--- src/rtl/i2cRegPkg.sv ---
package i2cRegPkg;

  localparam int BYTE_W = 8;
  localparam int CNT_W  = 4;
  localparam logic [CNT_W-1:0] CNT_BYTE = CNT_W'(BYTE_W);
  localparam logic [CNT_W-1:0] CNT_ACK  = CNT_W'(BYTE_W + 1);
  localparam logic [CNT_W-1:0] CNT_MAX  = '1;

  typedef enum logic [3:0] {
    S_IDLE,
    S_ADDR,
    S_ACK_ADDR,
    S_PTR,
    S_ACK_PTR,
    S_DATA,
    S_ACK_DATA,
    S_TX,
    S_MACK,
    S_IGNORE
  } busState_t;

  // strobes from control to datapath
  typedef struct packed {
    logic clrCnt;
    logic ackOn;
    logic relSda;
    logic loadTx;
    logic shiftTx;
    logic loadPtr;
    logic wrStb;
  } ctrlStrobe_t;

  // bus events from datapath to control
  typedef struct packed {
    logic startEv;
    logic stopEv;
    logic sclFall;
  } busEvent_t;

endpackage

--- src/rtl/i2cRegDatapath.sv ---
module i2cRegDatapath
  import i2cRegPkg::*;
#(
  parameter int ADDR_W      = 8,
  parameter int SYNC_STAGES = 2
) (
  input  logic              clk,
  input  logic              rstN,
  input  logic              sclIn,
  input  logic              sdaIn,
  input  logic              uvloIn,
  input  ctrlStrobe_t       stb,
  output busEvent_t         ev,
  output logic [CNT_W-1:0]  bitCnt,
  output logic [BYTE_W-1:0] rxByte,
  output logic [ADDR_W-1:0] regAddr,
  output logic [BYTE_W-1:0] regWrData,
  output logic              regWrEn,
  input  logic [BYTE_W-1:0] regRdData,
  output logic              sdaPullDown
);

  localparam int LAST = SYNC_STAGES - 1;

  logic [SYNC_STAGES-1:0] sclSync, sdaSync;
  logic sclS, sdaS, sclD, sdaD;
  logic sclRise;
  logic [BYTE_W-1:0] txShift;
  logic driveLow;

  // input synchronizers, idle bus reads high
  generate
    if (SYNC_STAGES == 1) begin : gSyncOne
      always_ff @(posedge clk or negedge rstN) begin
        if (!rstN) begin
          sclSync <= '1;
          sdaSync <= '1;
        end else begin
          sclSync <= sclIn;
          sdaSync <= sdaIn;
        end
      end
    end else begin : gSyncChain
      always_ff @(posedge clk or negedge rstN) begin
        if (!rstN) begin
          sclSync <= '1;
          sdaSync <= '1;
        end else begin
          sclSync <= {sclSync[SYNC_STAGES-2:0], sclIn};
          sdaSync <= {sdaSync[SYNC_STAGES-2:0], sdaIn};
        end
      end
    end
  endgenerate

  assign sclS = sclSync[LAST];
  assign sdaS = sdaSync[LAST];

  always_ff @(posedge clk or negedge rstN) begin
    if (!rstN) begin
      sclD <= 1'b1;
      sdaD <= 1'b1;
    end else begin
      sclD <= sclS;
      sdaD <= sdaS;
    end
  end

  assign sclRise    = sclS & ~sclD;
  assign ev.sclFall = ~sclS & sclD;
  assign ev.startEv = sclS & sclD & sdaD & ~sdaS;
  assign ev.stopEv  = sclS & sclD & ~sdaD & sdaS;

  // receive shifter and bit counter
  always_ff @(posedge clk or negedge rstN) begin
    if (!rstN) begin
      rxByte <= '0;
      bitCnt <= '0;
    end else begin
      if (sclRise) rxByte <= {rxByte[BYTE_W-2:0], sdaS};
      if (stb.clrCnt) bitCnt <= '0;
      else if (sclRise && bitCnt != CNT_MAX) bitCnt <= bitCnt + 1'b1;
    end
  end

  // register pointer and write port
  always_ff @(posedge clk or negedge rstN) begin
    if (!rstN) begin
      regAddr   <= '0;
      regWrData <= '0;
      regWrEn   <= 1'b0;
    end else begin
      regWrEn <= stb.wrStb;
      if (stb.loadPtr) regAddr <= ADDR_W'(rxByte);
      if (stb.wrStb) regWrData <= rxByte;
    end
  end

  // SDA drive: acknowledge and transmit shifter
  always_ff @(posedge clk or negedge rstN) begin
    if (!rstN) begin
      driveLow <= 1'b0;
      txShift  <= '0;
    end else if (stb.relSda) begin
      driveLow <= 1'b0;
    end else if (stb.ackOn) begin
      driveLow <= 1'b1;
    end else if (stb.loadTx) begin
      driveLow <= ~regRdData[BYTE_W-1];
      txShift  <= {regRdData[BYTE_W-2:0], 1'b0};
    end else if (stb.shiftTx) begin
      driveLow <= ~txShift[BYTE_W-1];
      txShift  <= {txShift[BYTE_W-2:0], 1'b0};
    end
  end

  assign sdaPullDown = driveLow & ~uvloIn;

  a_r8_uvlo_silent: assert property (@(posedge clk) disable iff (!rstN)
    uvloIn |-> !sdaPullDown)
    else $error("R8: SDA driven during undervoltage");

  a_r10_drive_scl_low: assert property (@(posedge clk) disable iff (!rstN)
    $rose(driveLow) |-> !sclS)
    else $error("R10: SDA pull-down started while SCL high");

  a_r4_single_pulse: assert property (@(posedge clk) disable iff (!rstN)
    regWrEn |=> !regWrEn)
    else $error("R4: write strobe longer than one cycle");

endmodule

--- src/rtl/i2cRegCtrl.sv ---
module i2cRegCtrl
  import i2cRegPkg::*;
#(
  parameter logic [6:0] DEV_ADDR = 7'h60
) (
  input  logic              clk,
  input  logic              rstN,
  input  busEvent_t         ev,
  input  logic [CNT_W-1:0]  bitCnt,
  input  logic [BYTE_W-1:0] rxByte,
  output ctrlStrobe_t       stb
);

  busState_t state, nextState;
  logic rwBit, nextRw;
  logic addrHit, txBitSlot;

  assign addrHit   = (rxByte[BYTE_W-1:1] == DEV_ADDR);
  assign txBitSlot = (bitCnt != '0) && (bitCnt < CNT_BYTE);

  always_comb begin
    stb       = '0;
    nextState = state;
    nextRw    = rwBit;
    if (ev.stopEv) begin
      stb.relSda = 1'b1;
      stb.clrCnt = 1'b1;
      nextState  = S_IDLE;
    end else if (ev.startEv) begin
      stb.relSda = 1'b1;
      stb.clrCnt = 1'b1;
      nextState  = S_ADDR;
    end else if (ev.sclFall) begin
      unique case (state)
        S_ADDR: if (bitCnt == CNT_BYTE) begin
          if (addrHit) begin
            stb.ackOn = 1'b1;
            nextRw    = rxByte[0];
            nextState = S_ACK_ADDR;
          end else begin
            nextState = S_IGNORE;
          end
        end
        S_ACK_ADDR: if (bitCnt == CNT_ACK) begin
          stb.clrCnt = 1'b1;
          if (rwBit) begin
            stb.loadTx = 1'b1;
            nextState  = S_TX;
          end else begin
            stb.relSda = 1'b1;
            nextState  = S_PTR;
          end
        end
        S_PTR: if (bitCnt == CNT_BYTE) begin
          stb.loadPtr = 1'b1;
          stb.ackOn   = 1'b1;
          nextState   = S_ACK_PTR;
        end
        S_ACK_PTR: if (bitCnt == CNT_ACK) begin
          stb.relSda = 1'b1;
          stb.clrCnt = 1'b1;
          nextState  = S_DATA;
        end
        S_DATA: if (bitCnt == CNT_BYTE) begin
          stb.wrStb = 1'b1;
          stb.ackOn = 1'b1;
          nextState = S_ACK_DATA;
        end
        S_ACK_DATA: if (bitCnt == CNT_ACK) begin
          stb.relSda = 1'b1;
          stb.clrCnt = 1'b1;
          nextState  = S_IGNORE;
        end
        S_TX: begin
          if (txBitSlot) begin
            stb.shiftTx = 1'b1;
          end else if (bitCnt == CNT_BYTE) begin
            stb.relSda = 1'b1;
            nextState  = S_MACK;
          end
        end
        S_MACK: if (bitCnt == CNT_ACK) begin
          if (!rxByte[0]) begin
            stb.loadTx = 1'b1;
            stb.clrCnt = 1'b1;
            nextState  = S_TX;
          end else begin
            nextState = S_IGNORE;
          end
        end
        default: ;
      endcase
    end
  end

  always_ff @(posedge clk or negedge rstN) begin
    if (!rstN) begin
      state <= S_IDLE;
      rwBit <= 1'b0;
    end else begin
      state <= nextState;
      rwBit <= nextRw;
    end
  end

  a_r9_start_to_addr: assert property (@(posedge clk) disable iff (!rstN)
    (ev.startEv && !ev.stopEv) |=> state == S_ADDR)
    else $error("R9: START did not restart address reception");

  a_r9_stop_to_idle: assert property (@(posedge clk) disable iff (!rstN)
    ev.stopEv |=> state == S_IDLE)
    else $error("R9: STOP did not return to idle");

  a_r3_ignore_quiet: assert property (@(posedge clk) disable iff (!rstN)
    state == S_IGNORE |-> !(stb.ackOn || stb.loadTx || stb.wrStb))
    else $error("R3: ignoring state touched the bus or registers");

endmodule

--- src/rtl/i2cRegSlave.sv ---
module i2cRegSlave
  import i2cRegPkg::*;
#(
  parameter logic [6:0] DEV_ADDR    = 7'h60,
  parameter int         ADDR_W      = 8,
  parameter int         SYNC_STAGES = 2
) (
  input  logic              clk,
  input  logic              rstN,
  input  logic              sclIn,
  input  logic              sdaIn,
  input  logic              uvloIn,
  output logic              sdaPullDown,
  output logic [ADDR_W-1:0] regAddr,
  output logic [7:0]        regWrData,
  output logic              regWrEn,
  input  logic [7:0]        regRdData
);

  ctrlStrobe_t       stb;
  busEvent_t         ev;
  logic [CNT_W-1:0]  bitCnt;
  logic [BYTE_W-1:0] rxByte;

  i2cRegDatapath #(
    .ADDR_W     (ADDR_W),
    .SYNC_STAGES(SYNC_STAGES)
  ) uDp (
    .clk        (clk),
    .rstN       (rstN),
    .sclIn      (sclIn),
    .sdaIn      (sdaIn),
    .uvloIn     (uvloIn),
    .stb        (stb),
    .ev         (ev),
    .bitCnt     (bitCnt),
    .rxByte     (rxByte),
    .regAddr    (regAddr),
    .regWrData  (regWrData),
    .regWrEn    (regWrEn),
    .regRdData  (regRdData),
    .sdaPullDown(sdaPullDown)
  );

  i2cRegCtrl #(
    .DEV_ADDR(DEV_ADDR)
  ) uCtrl (
    .clk   (clk),
    .rstN  (rstN),
    .ev    (ev),
    .bitCnt(bitCnt),
    .rxByte(rxByte),
    .stb   (stb)
  );

endmodule

--- config.mk ---
export PLATFORM = sky130hd
export DESIGN_NAME = i2cRegSlave
export DESIGN_NICKNAME = d
export VERILOG_FILES = /design/src/rtl/i2cRegPkg.sv /design/src/rtl/i2cRegDatapath.sv /design/src/rtl/i2cRegCtrl.sv /design/src/rtl/i2cRegSlave.sv
export SDC_FILE = /design/constraint.sdc
export NUM_CORES = 1
export LEC_CHECK = 0
export BUFFER_PORTS_ARGS = -buffer_cell sky130_fd_sc_hd__buf_2
export CAP_MARGIN = 20
export CORE_MARGIN = 3
export CORE_UTILIZATION = 50
export CTS_BUF_LIST = sky130_fd_sc_hd__clkbuf_8
export DETAILED_ROUTE_END_ITERATION = 12
export PLACE_DENSITY = 0.74
export SLEW_MARGIN = 25
export SYNTH_ARGS = -nofsm -noshare
export SYNTH_HDL_FRONTEND = slang
export SYNTH_SLANG_ARGS = --single-unit
--- constraint.sdc ---
create_clock -name clk -period 2.9 [get_ports clk]
set_clock_uncertainty 0.1 [all_clocks]
set_input_delay 0.87 -clock clk [delete_from_list [all_inputs] [get_ports clk]]
set_output_delay 0.87 -clock clk [all_outputs]
set_load 0.02 [all_outputs]
==> impl_metrics.json, run 1 <==
{
  "rsz0062_at_grt": "no",
  "timing.rr.start": "uCtrl.state[3]$_DFFE_PN0P_",
  "synth-seq-cells": 48,
  "leakagePower_nw": 1.26,
  "cts_hold_buf": 0,
  "worst_pin_slew_ns": 0.594,
  "hold_end": "uDp.sdaSync[1]$_DFF_PN1_",
  "clkSlewWorstSetupHoldPaths_ns": 0.09,
  "multiInputGateArea_um2": 1120,
  "drt_first_pass_iters": 4,
  "wl_per_cell_um": 16.3,
  "cts-htree-levels": 2,
  "gp_congestion": 0.946,
  "hold_start": "uDp.sdaSync[0]$_DFF_PN1_",
  "timing.fmax_ghz": 0.433,
  "r2r-end": "uDp.txShift[3]$_DFFE_PN0P_",
  "root_buffer": "clkbuf_8",
  "sw_frac_of_total": 0.300,
  "grt_max_degree": 28,
  "ff_latch_area_um2": 1210,
  "synth-adder-area-share": 0.0156,
  "synth_top_family_by_area": "multiplexers",
  "path_cells": "nor4b_2 > o2111ai_2 > nand2_1 > mux2_2",
  "grt.busiest_layer": "met1",
  "pwr-share-seq": 0.561,
  "fin_setup_tns_ns": 0,
  "arrival_ns": 2.39,
  "synth_simple_gate_area_share": 0.142,
  "numCtsBuffers": 5,
  "synth_cells": 192,
  "fin_crit_sh": 0.796,
  "fin_crit_ns": 2.31,
  "min_path_type": "reg -> reg",
  "synth.avg_cell_area_um2": 12.5,
  "port_buffers": 30,
  "fillerInstances": 370,
  "post_cts_buffers": 0,
  "power.share.combinational": 0.172,
  "core_um2": 4500,
  "placed_area_um2": 2590,
  "synth.yosys.warnings": 0,
  "crit_path_top_delay_cell": "dfrtp_1",
  "antenna_left": 0,
  "rrSetupSlack_ns": 0.59,
  "grt_util_met3": 0.0383,
  "slew_headroom": 0.601,
  "synth-compound-area-share": 0.110,
  "die_x_um": 75.4,
  "holdPathStages": 0,
  "fp-row-count": 24,
  "ys_async_sr_fraction": 1.00,
  "ys_seq_area_frac": 0.503,
  "grt_pass1_wl_um": 7640,
  "antenna_found_initial": 0,
  "fin_nets": 238,
  "cp_data_required_time_ns": 2.98,
  "diodes": 0,
  "die_y_um": 75.4,
  "hold_violations": 0,
  "slew_violations": 0,
  "grt_pass1_vias": 1559,
  "crit_path_start_kind": "register",
  "routed-via-count": 1624,
  "path_class": "reg -> reg",
  "overflow": 0,
  "p_per_area_nw_per_um2": 564,
  "switchingPower_mw": 0.455,
  "vdd_drop_max_v": 0.000414,
  "fin_util": 0.597,
  "synth_fp_nets": 208,
  "ys.flop_type": "dfrtp_1",
  "setup_viol": 0,
  "clock_latency_ns": 0.29,
  "drc_errors": 0,
  "die-area_um2": 5680,
  "cp-end-kind": "register",
  "cts_tree": "built",
  "clock-sinks": 48,
  "gr-usage-all-layers": 0.177,
  "clockBufferDepth": 2,
  "yosysUniqueCellTypes": 54,
  "syn_area_um2": 2400,
  "use_met1": 0.271,
  "cp_max_fo": 15,
  "drive_above_1_share": 0.417,
  "synth_mux_area_frac": 0.182,
  "post_cts_resized": 0,
  "ioPinCount": 31,
  "initial_core_util": 0.534,
  "p_int_mw": 1.06,
  "fin_area_um2": 2690,
  "maxCapViolCount": 0,
  "syn_to_final_growth_pct": 11.8,
  "synthXorXnorAreaFrac": 0.0146,
  "vias_per_cell": 5.91,
  "hpwl_um": 3230,
  "outcome": "finished, final reports clean",
  "r2r_cells": 4,
  "drt-initial-drc-count": 240,
  "synth_edf_count": 0,
  "crit_path_max_incr_delay_ns": 0.63,
  "clock_power_share": 0.267,
  "finalWirelength_um": 4470,
  "grt_use_met2": 0.248
}
## state kept, by name (all words and copies together), names as in the netlist
register       flops
uDp.regWrEn        1
uDp.txShift        7
uDp.regAddr        8
uDp.sdaD           1
uDp.bitCnt         4
uCtrl.state        4
uCtrl.rwBit        1
uDp.sclSync        2
uDp.rxByte         8
uDp.sdaSync        2
uDp.sclD           1
uDp.regWrData      8
uDp.driveLow       1
## metal layers
| layer | routed length (um) | vias to the layer above |
|---|---|---|
| met5 | 0 | - |
| met4 | 86 | 0 |
| met3 | 214 | 10 |
| met2 | 2010 | 51 |
| met1 | 2160 | 788 |
| li1 | - | 775 |
## critical path, delay by kind of cell, from the launching register on
family	cells	cell delay (ns)
AO/OA/AOI/OAI	1	0.37
multiplexers	1	0.37
flip-flops	1	0.63
AND/OR/NAND/NOR	2	0.72
## placed cells by master, fill, tap and decap left out, types with 2 or more instances in the layout
| cell type | netlist | layout |
|---|---|---|
| dfrtp_1 | 42 | 42 |
| a31o_2 | 2 | 2 |
| mux2_2 | 38 | 38 |
| clkbuf_8 | 0 | 6 |
| a311oi_1 | 2 | 2 |
| a21oi_1 | 6 | 6 |
| o211a_1 | 2 | 2 |
| nand2_1 | 6 | 6 |
| nor3_1 | 2 | 2 |
| o21bai_1 | 2 | 2 |
| nand4_1 | 2 | 2 |
| inv_1 | 7 | 8 |
| dfstp_2 | 6 | 6 |
| nor2_1 | 8 | 8 |
| nand3_1 | 9 | 9 |
| nor4bb_1 | 3 | 3 |
| nand2b_1 | 2 | 2 |
| buf_2 | 4 | 30 |
| xnor2_1 | 2 | 2 |
| nor2b_1 | 4 | 4 |
| xor2_1 | 2 | 2 |
| ha_1 | 3 | 3 |
| o21ai_0 | 3 | 3 |
## worst max-delay path by stage
stage                                           from                    endpoint  slack [ns]  cells after the start
final                     uCtrl.state[3]$_DFFE_PN0P_  uDp.txShift[3]$_DFFE_PN0P_        0.59                      4
after CTS                 uCtrl.state[1]$_DFFE_PN0P_  uDp.txShift[3]$_DFFE_PN0P_        0.62                      4
after global placement                        uvloIn                 sdaPullDown        0.71                      3
after floorplan                               uvloIn                 sdaPullDown        0.76                      1
after global routing      uCtrl.state[3]$_DFFE_PN0P_  uDp.txShift[4]$_DFFE_PN0P_        0.44                      4
after detailed placement  uCtrl.state[1]$_DFFE_PN0P_  uDp.txShift[3]$_DFFE_PN0P_        0.63                      4
## Yosys cell counts (2+ instances only)
| cell | count | area (um^2) |
|---|---|---|
| dfstp_2 | 6 | 158 |
| xnor2_1 | 2 | 17.5 |
| a31o_2 | 2 | 17.5 |
| clkbuf_1 | 3 | 11.3 |
| ha_1 | 3 | 37.5 |
| o21bai_1 | 2 | 15.0 |
| mux2_2 | 38 | 428 |
| nand4_1 | 2 | 12.5 |
| buf_6 | 2 | 22.5 |
| nor2_1 | 8 | 30.0 |
| nor2b_1 | 4 | 25.0 |
| o211a_1 | 2 | 20.0 |
| nand2_1 | 6 | 22.5 |
| dfrtp_1 | 42 | 1050 |
| xor2_1 | 2 | 17.5 |
| nand3_1 | 9 | 45.0 |
| inv_1 | 7 | 26.3 |
| nor4bb_1 | 3 | 30.0 |
| buf_2 | 4 | 20.0 |
| a21oi_1 | 6 | 30.0 |
| o21ai_0 | 3 | 15.0 |
| a311oi_1 | 2 | 17.5 |
| nor3_1 | 2 | 10.0 |
| nand2b_1 | 2 | 12.5 |
## cell families after synthesis
| logic type | after synthesis |
|---|---|
| AO/OA/AOI/OAI | 34 |
| XOR/XNOR | 4 |
| adder cells (fa/ha/maj) | 3 |
| buffers and inverters | 16 |
| flip-flops | 48 |
| multiplexers | 39 |
| AND/OR/NAND/NOR | 48 |
## area by class of cell
cell class,count,area share
repair buffers,32,0.0661
inverters,7,0.00977
flip-flops and latches,48,0.450
clock inverters,2,0.00465
well taps,52,0.0242
clock buffers,6,0.0307
multi-input cells,128,0.415
## stage by stage
stage	std cells	hold slack (ns)	setup slack (ns)	power [mW]
6_report	275	0.256	0.592	1.52
5_1_grt	275	0.262	0.443	1.60
3_3_place_gp	267	0.246	0.713	1.11
3_5_place_dp	267	0.248	0.634	1.12
4_1_cts	275	0.257	0.618	1.53
2_1_floorplan	192	0.245	0.756	1.04
## power groups by stage
| stage | logic [mW] | clock network [mW] | registers (mW) |
|---|---|---|---|
| after CTS | 0.262 | 0.421 | 0.850 |
| final | 0.261 | 0.405 | 0.851 |
| after global placement | 0.255 | 0 | 0.857 |
| after global routing | 0.294 | 0.442 | 0.867 |
| after detailed placement | 0.260 | 0 | 0.862 |
| after floorplan | 0.228 | 0 | 0.814 |
Note: power is estimated with default switching activity, not from simulation.
==> run 2: changes to the inputs <==
--- a/config.mk
+++ b/config.mk
@@ -11,7 +11,7 @@
 export CORE_UTILIZATION = 50
 export CTS_BUF_LIST = sky130_fd_sc_hd__clkbuf_8
 export DETAILED_ROUTE_END_ITERATION = 12
-export PLACE_DENSITY = 0.74
+export PLACE_DENSITY = 0.76
 export SLEW_MARGIN = 25
 export SYNTH_ARGS = -nofsm -noshare
 export SYNTH_HDL_FRONTEND = slang
==> constraint.sdc (replaced) <==
create_clock -name clk -period 2.06 [get_ports clk]
set_clock_uncertainty 0.1 [all_clocks]
set_input_delay 0.618 -clock clk [delete_from_list [all_inputs] [get_ports clk]]
set_output_delay 0.618 -clock clk [all_outputs]
set_load 0.02 [all_outputs]
==> impl_metrics.json, run 2 (same netlist as run 1, synthesis figures left out) <==
{
  "drc_errors": 0,
  "hpwl_um": 3470,
  "slew_headroom": 0.663,
  "outcome": "finished, final reports clean",
  "clockBufferDepth": 2,
  "die-area_um2": 5680,
  "crit_path_start_kind": "register",
  "grt_pass1_vias": 1642,
  "cp.depth": 5,
  "rsz0062_at_grt": "no",
  "final_cell_mix": "dfrtp_1, mux2_2, buf_2",
  "vias_per_cell": 5.77,
  "maxCapViolCount": 0,
  "overflow": 0,
  "cp_top_family": "simple AND/OR/NAND/NOR gates",
  "path_cells": "and4bb_4 > nand3_4 > nor4b_4 > buf_4 > mux2_2",
  "cp_max_fo": 8,
  "fin_crit_sh": 0.966,
  "drt_first_pass_iters": 4,
  "post_cts_resized": 0,
  "root_buffer": "clkbuf_8",
  "fin_crit_ns": 1.99,
  "core_um2": 4500,
  "arrival_ns": 2.09,
  "fin_area_um2": 2910,
  "wl_per_cell_um": 15.8,
  "reg_top3": "uDp.regAddr x8, uDp.regWrData x8, uDp.rxByte x8",
  "timing.fmax_ghz": 0.503,
  "setup_viol": 0,
  "cts_hold_buf": 0,
  "gr-usage-all-layers": 0.181,
  "drt-initial-drc-count": 80,
  "drive_above_1_share": 0.483,
  "path_class": "reg -> reg",
  "clkSlewWorstSetupHoldPaths_ns": 0.10,
  "gp_congestion": 0.930,
  "slew_violations": 0,
  "fp-row-count": 24,
  "die_x_um": 75.4,
  "worst_pin_slew_ns": 0.504,
  "rrSetupSlack_ns": 0.07,
  "antenna_left": 0,
  "port_buffers": 30,
  "fin_setup_tns_ns": 0,
  "cp-end-kind": "register",
  "post_cts_buffers": 0,
  "r2r_cells": 5,
  "diodes": 0,
  "cp_data_required_time_ns": 2.16,
  "clock_latency_ns": 0.31,
  "clock-sinks": 48,
  "leakagePower_nw": 1.37,
  "routed-via-count": 1696,
  "numCtsBuffers": 5,
  "min_path_type": "in -> async",
  "critPathBufInv": 1,
  "placed_area_um2": 2750,
  "syn_to_final_growth_pct": 21.2,
  "die_y_um": 75.4,
  "antenna_found_initial": 0,
  "ioPinCount": 31,
  "fillerInstances": 364,
  "vdd_drop_max_v": 0.000678,
  "hold_violations": 0,
  "cts-htree-levels": 2,
  "grt_pass1_wl_um": 7800,
  "grt_max_degree": 35,
  "initial_core_util": 0.534,
  "crit_path_top_delay_cell": "dfstp_2",
  "final_common_cell": "dfrtp_1",
  "finalWirelength_um": 4640,
  "cts_tree": "built",
  "fin_nets": 257,
  "p_per_area_nw_per_um2": 802,
  "finalPower_mw": 2.34,
  "crit_path_max_incr_delay_ns": 0.58
}
==> run 2: path summary, 6_finish.rpt <==
check                                    startpoint                         end
setup / recovery                 uDp.sclD$_DFF_PN1_  uDp.regAddr[5]$_DFFE_PN0P_
hold / removal                                 rstN       uDp.regWrEn$_DFF_PN0_
setup reg to reg                 uDp.sclD$_DFF_PN1_  uDp.regAddr[5]$_DFFE_PN0P_
hold reg to reg            uDp.sclSync[0]$_DFF_PN1_    uDp.sclSync[1]$_DFF_PN1_
max in group asynchronous                      rstN    uDp.sclSync[1]$_DFF_PN1_
min in group clk           uDp.sclSync[0]$_DFF_PN1_    uDp.sclSync[1]$_DFF_PN1_
==> run 2: report_power, final <==
part / internal, mW / switching (mW)
registers: 1.05 / 0.114
clock network: 0.397 / 0.317
logic: 0.224 / 0.238
==> run 2: stage by stage <==
stage | cells | utilization | setup WS (ns) | hold WS (ns)
2_1_floorplan | 192 | - | 0.0821 | 0.222
3_3_place_gp | 286 | 0.610 | 0.0533 | 0.246
3_5_place_dp | 286 | 0.610 | 0.0549 | 0.247
4_1_cts | 294 | 0.637 | 0.0236 | 0.120
5_1_grt | 294 | 0.647 | 0.00105 | 0.136
6_report | 294 | 0.647 | 0.0707 | 0.107
==> run 2: area by class of cell <==
type / count / area, um^2 / share of cell area
Tap cell: 52 / 65.1 / 0.0223
Multi-Input combinational cell: 128 / 1160 / 0.398
Inverter: 7 / 26.3 / 0.00902
Clock inverter: 2 / 38.8 / 0.0133
Sequential cell: 48 / 1210 / 0.415
Clock buffer: 6 / 82.6 / 0.0283
Timing Repair Buffer: 51 / 333 / 0.114
==> run 2: metal layers <==
| metal | share of wire | up-vias | track usage | routed length [um] |
|---|---|---|---|---|
| li1 | - | 814 | - | - |
| met1 | 0.47 | 835 | 0.245 | 2170 |
| met2 | 0.47 | 37 | 0.277 | 2190 |
| met3 | 0.040 | 10 | 0.0396 | 184 |
| met4 | 0.023 | 0 | 0.0874 | 105 |
| met5 | 0 | - | 0 | 0 |
==> run 3: changes to the inputs <==
--- a/config.mk
+++ b/config.mk
@@ -5,6 +5,7 @@
 export SDC_FILE = /design/constraint.sdc
 export NUM_CORES = 1
 export LEC_CHECK = 0
+export ABC_AREA = 1
 export BUFFER_PORTS_ARGS = -buffer_cell sky130_fd_sc_hd__buf_2
 export CAP_MARGIN = 20
 export CORE_MARGIN = 3
==> impl_metrics.json, run 3 <==
{
  "grt_pass1_vias": 1688,
  "post_cts_buffers": 0,
  "synth.avg_cell_area_um2": 8.28,
  "multiInputGateArea_um2": 965,
  "numCtsBuffers": 5,
  "drt_first_pass_iters": 4,
  "root_buffer": "clkbuf_8",
  "finalWirelength_um": 4400,
  "die_x_um": 74.9,
  "cp_max_fo": 16,
  "synth_area_leaders": "dfrtp_1, nand2_1, dfstp_2",
  "path_class": "reg -> reg",
  "ys.flop_type": "dfrtp_1",
  "syn_to_final_growth_pct": 13.0,
  "reg_top3": "uDp.regAddr x8, uDp.regWrData x8, uDp.rxByte x8",
  "cpMostUsedCell": "nand2_1",
  "rsz0062_at_grt": "no",
  "grt_max_degree": 49,
  "clockBufferDepth": 2,
  "cts_tree": "built",
  "cp_data_required_time_ns": 2.13,
  "fin_crit_ns": 1.79,
  "gr-usage-all-layers": 0.175,
  "die_y_um": 74.9,
  "synth_fp_nets": 303,
  "cp.depth": 7,
  "rrSetupSlack_ns": 0.27,
  "fin_crit_sh": 0.871,
  "outcome": "finished, final reports clean",
  "crit_path_max_incr_delay_ns": 0.42,
  "worst_pin_slew_ns": 0.448,
  "timing.rr.start": "uDp.bitCnt[0]$_DFFE_PN0P_",
  "drt-initial-drc-count": 166,
  "r2r-end": "uDp.regAddr[3]$_DFFE_PN0P_",
  "clkSlewWorstSetupHoldPaths_ns": 0.09,
  "r2r_cells": 7,
  "die-area_um2": 5620,
  "diodes": 0,
  "synthTopCellsByCount": "nand2_1, dfrtp_1, inv_1",
  "ys_seq_area_frac": 0.509,
  "synth.yosys.warnings": 0,
  "core_um2": 4470,
  "grt_pass1_wl_um": 7520,
  "post_cts_resized": 0,
  "synth_edf_count": 0,
  "fin_nets": 337,
  "placed_area_um2": 2580,
  "syn_area_um2": 2380,
  "ioPinCount": 31,
  "clock_latency_ns": 0.30,
  "fin_setup_tns_ns": 0,
  "cp-end-kind": "register",
  "final_common_cell": "nand2_1",
  "hold_violations": 0,
  "cp_top_family": "simple AND/OR/NAND/NOR gates",
  "post-route-worst-setup-slack_ns": 0.266,
  "post-place-ws_ns": 0.267,
  "setup_viol": 0,
  "maxCapViolCount": 0,
  "crit_path_top_delay_cell": "dfrtp_1",
  "vias_per_cell": 4.97,
  "slew_headroom": 0.701,
  "ys_async_sr_fraction": 1.00,
  "fin_util": 0.600,
  "fillerInstances": 383,
  "timing.fmax_ghz": 0.557,
  "crit_path_start_kind": "register",
  "holdWs_ns": 0.185,
  "synth_cells": 287,
  "yosysUniqueCellTypes": 28,
  "wl_per_cell_um": 11.8,
  "initial_core_util": 0.531,
  "final_cell_mix": "nand2_1, dfrtp_1, inv_1",
  "arrival_ns": 1.86,
  "cts_hold_buf": 0,
  "antenna_found_initial": 0,
  "synth.most_common_cell": "nand2_1",
  "ff_latch_area_um2": 1210,
  "min_path_type": "in -> async",
  "synth-seq-cells": 48,
  "drc_errors": 0,
  "path_cells": "inv_1 > ha_1 > nand3_1 > nor2_2 > nand2_1 > nand2_1 > o21ai_0",
  "leakagePower_nw": 1.41,
  "synth_top_area_share": 0.442,
  "slew_violations": 0,
  "hpwl_um": 3230,
  "antenna_left": 0,
  "clock-sinks": 48,
  "routed-via-count": 1859,
  "overflow": 0,
  "fin_area_um2": 2680,
  "vdd_drop_max_v": 0.000470,
  "drive_above_1_share": 0.233,
  "critPathBufInv": 1,
  "gp_congestion": 0.914,
  "synth_largest_area_cell": "dfrtp_1",
  "p_per_area_nw_per_um2": 875,
  "fp-row-count": 24,
  "port_buffers": 30,
  "cts-htree-levels": 2
}
run 3: cell count changes after synthesis, sizes merged, moves of 4 or more:
| cell | change |
|---|---|
| inv | +35 |
| mux2 | -38 |
| nand2 | +82 |
| nand3 | +7 |
| nor2 | +22 |
| nor2b | -4 |
| o21ai | +37 |
run 3: how the worst max path moves through the flow:
stage / slack (ns) / from / endpoint
6_report: 0.27 / uDp.bitCnt[0]$_DFFE_PN0P_ / uDp.regAddr[3]$_DFFE_PN0P_
2_1_floorplan: 0.43 / uvloIn / sdaPullDown
3_5_place_dp: 0.27 / uDp.bitCnt[1]$_DFFE_PN0P_ / uDp.txShift[4]$_DFFE_PN0P_
3_3_place_gp: 0.30 / uDp.bitCnt[1]$_DFFE_PN0P_ / uDp.txShift[4]$_DFFE_PN0P_
5_1_grt: 0.12 / uDp.bitCnt[0]$_DFFE_PN0P_ / uDp.regAddr[4]$_DFFE_PN0P_
4_1_cts: 0.25 / uDp.bitCnt[1]$_DFFE_PN0P_ / uDp.txShift[4]$_DFFE_PN0P_
run 3: cell families (layout without fill, tap and decap cells):
| kind of cell | count (synthesis) | after routing | synth area share |
|---|---|---|---|
| AND/OR/NAND/NOR | 139 | 139 | 0.272 |
| AO/OA/AOI/OAI | 49 | 49 | 0.115 |
| flip-flops | 48 | 48 | 0.509 |
| buffers and inverters | 47 | 82 | 0.0853 |
| adder cells (fa/ha/maj) | 3 | 3 | 0.0158 |
| XOR/XNOR | 1 | 1 | 0.00369 |
run 3: power breakdown:
group	switching (mW)	total [mW]	internal, mW	leakage, nW
Combinational	0.380	0.563	0.183	0.748
Clock	0.304	0.660	0.355	0.0593
Sequential	0.0938	1.13	1.03	0.599
Total	0.778	2.35	1.57	1.41
run 3: worst reg2reg max path, cell delays in order, from the launching register on:
cell and delay (ns):
dfrtp_1 0.42, inv_1 0.09, ha_1 0.17, nand3_1 0.12
nor2_2 0.21, nand2_1 0.33, nand2_1 0.14, o21ai_0 0.09
run 3: layer usage:
metal,up-vias,GRT usage,share of wire
met1,832,0.242,0.49
met3,4,0.0441,0.061
met2,53,0.265,0.44
met4,0,0.0652,0.010
li1,970,-,-
met5,-,0,0
run 3: final cells by class:
cell class / count / area share
Sequential cell: 48 / 0.450
Multi-Input combinational cell: 192 / 0.359
Timing Repair Buffer: 32 / 0.0662
Inverter: 42 / 0.0597
Clock buffer: 5 / 0.0256
Tap cell: 52 / 0.0242
Clock inverter: 3 / 0.0145
run 3: stage by stage:
stage | cells | power (mW)
CTS | 374 | 2.36
detailed placement | 366 | 1.69
global placement | 366 | 1.70
global route | 374 | 2.49
floorplan | 287 | 1.55
finish | 374 | 2.35
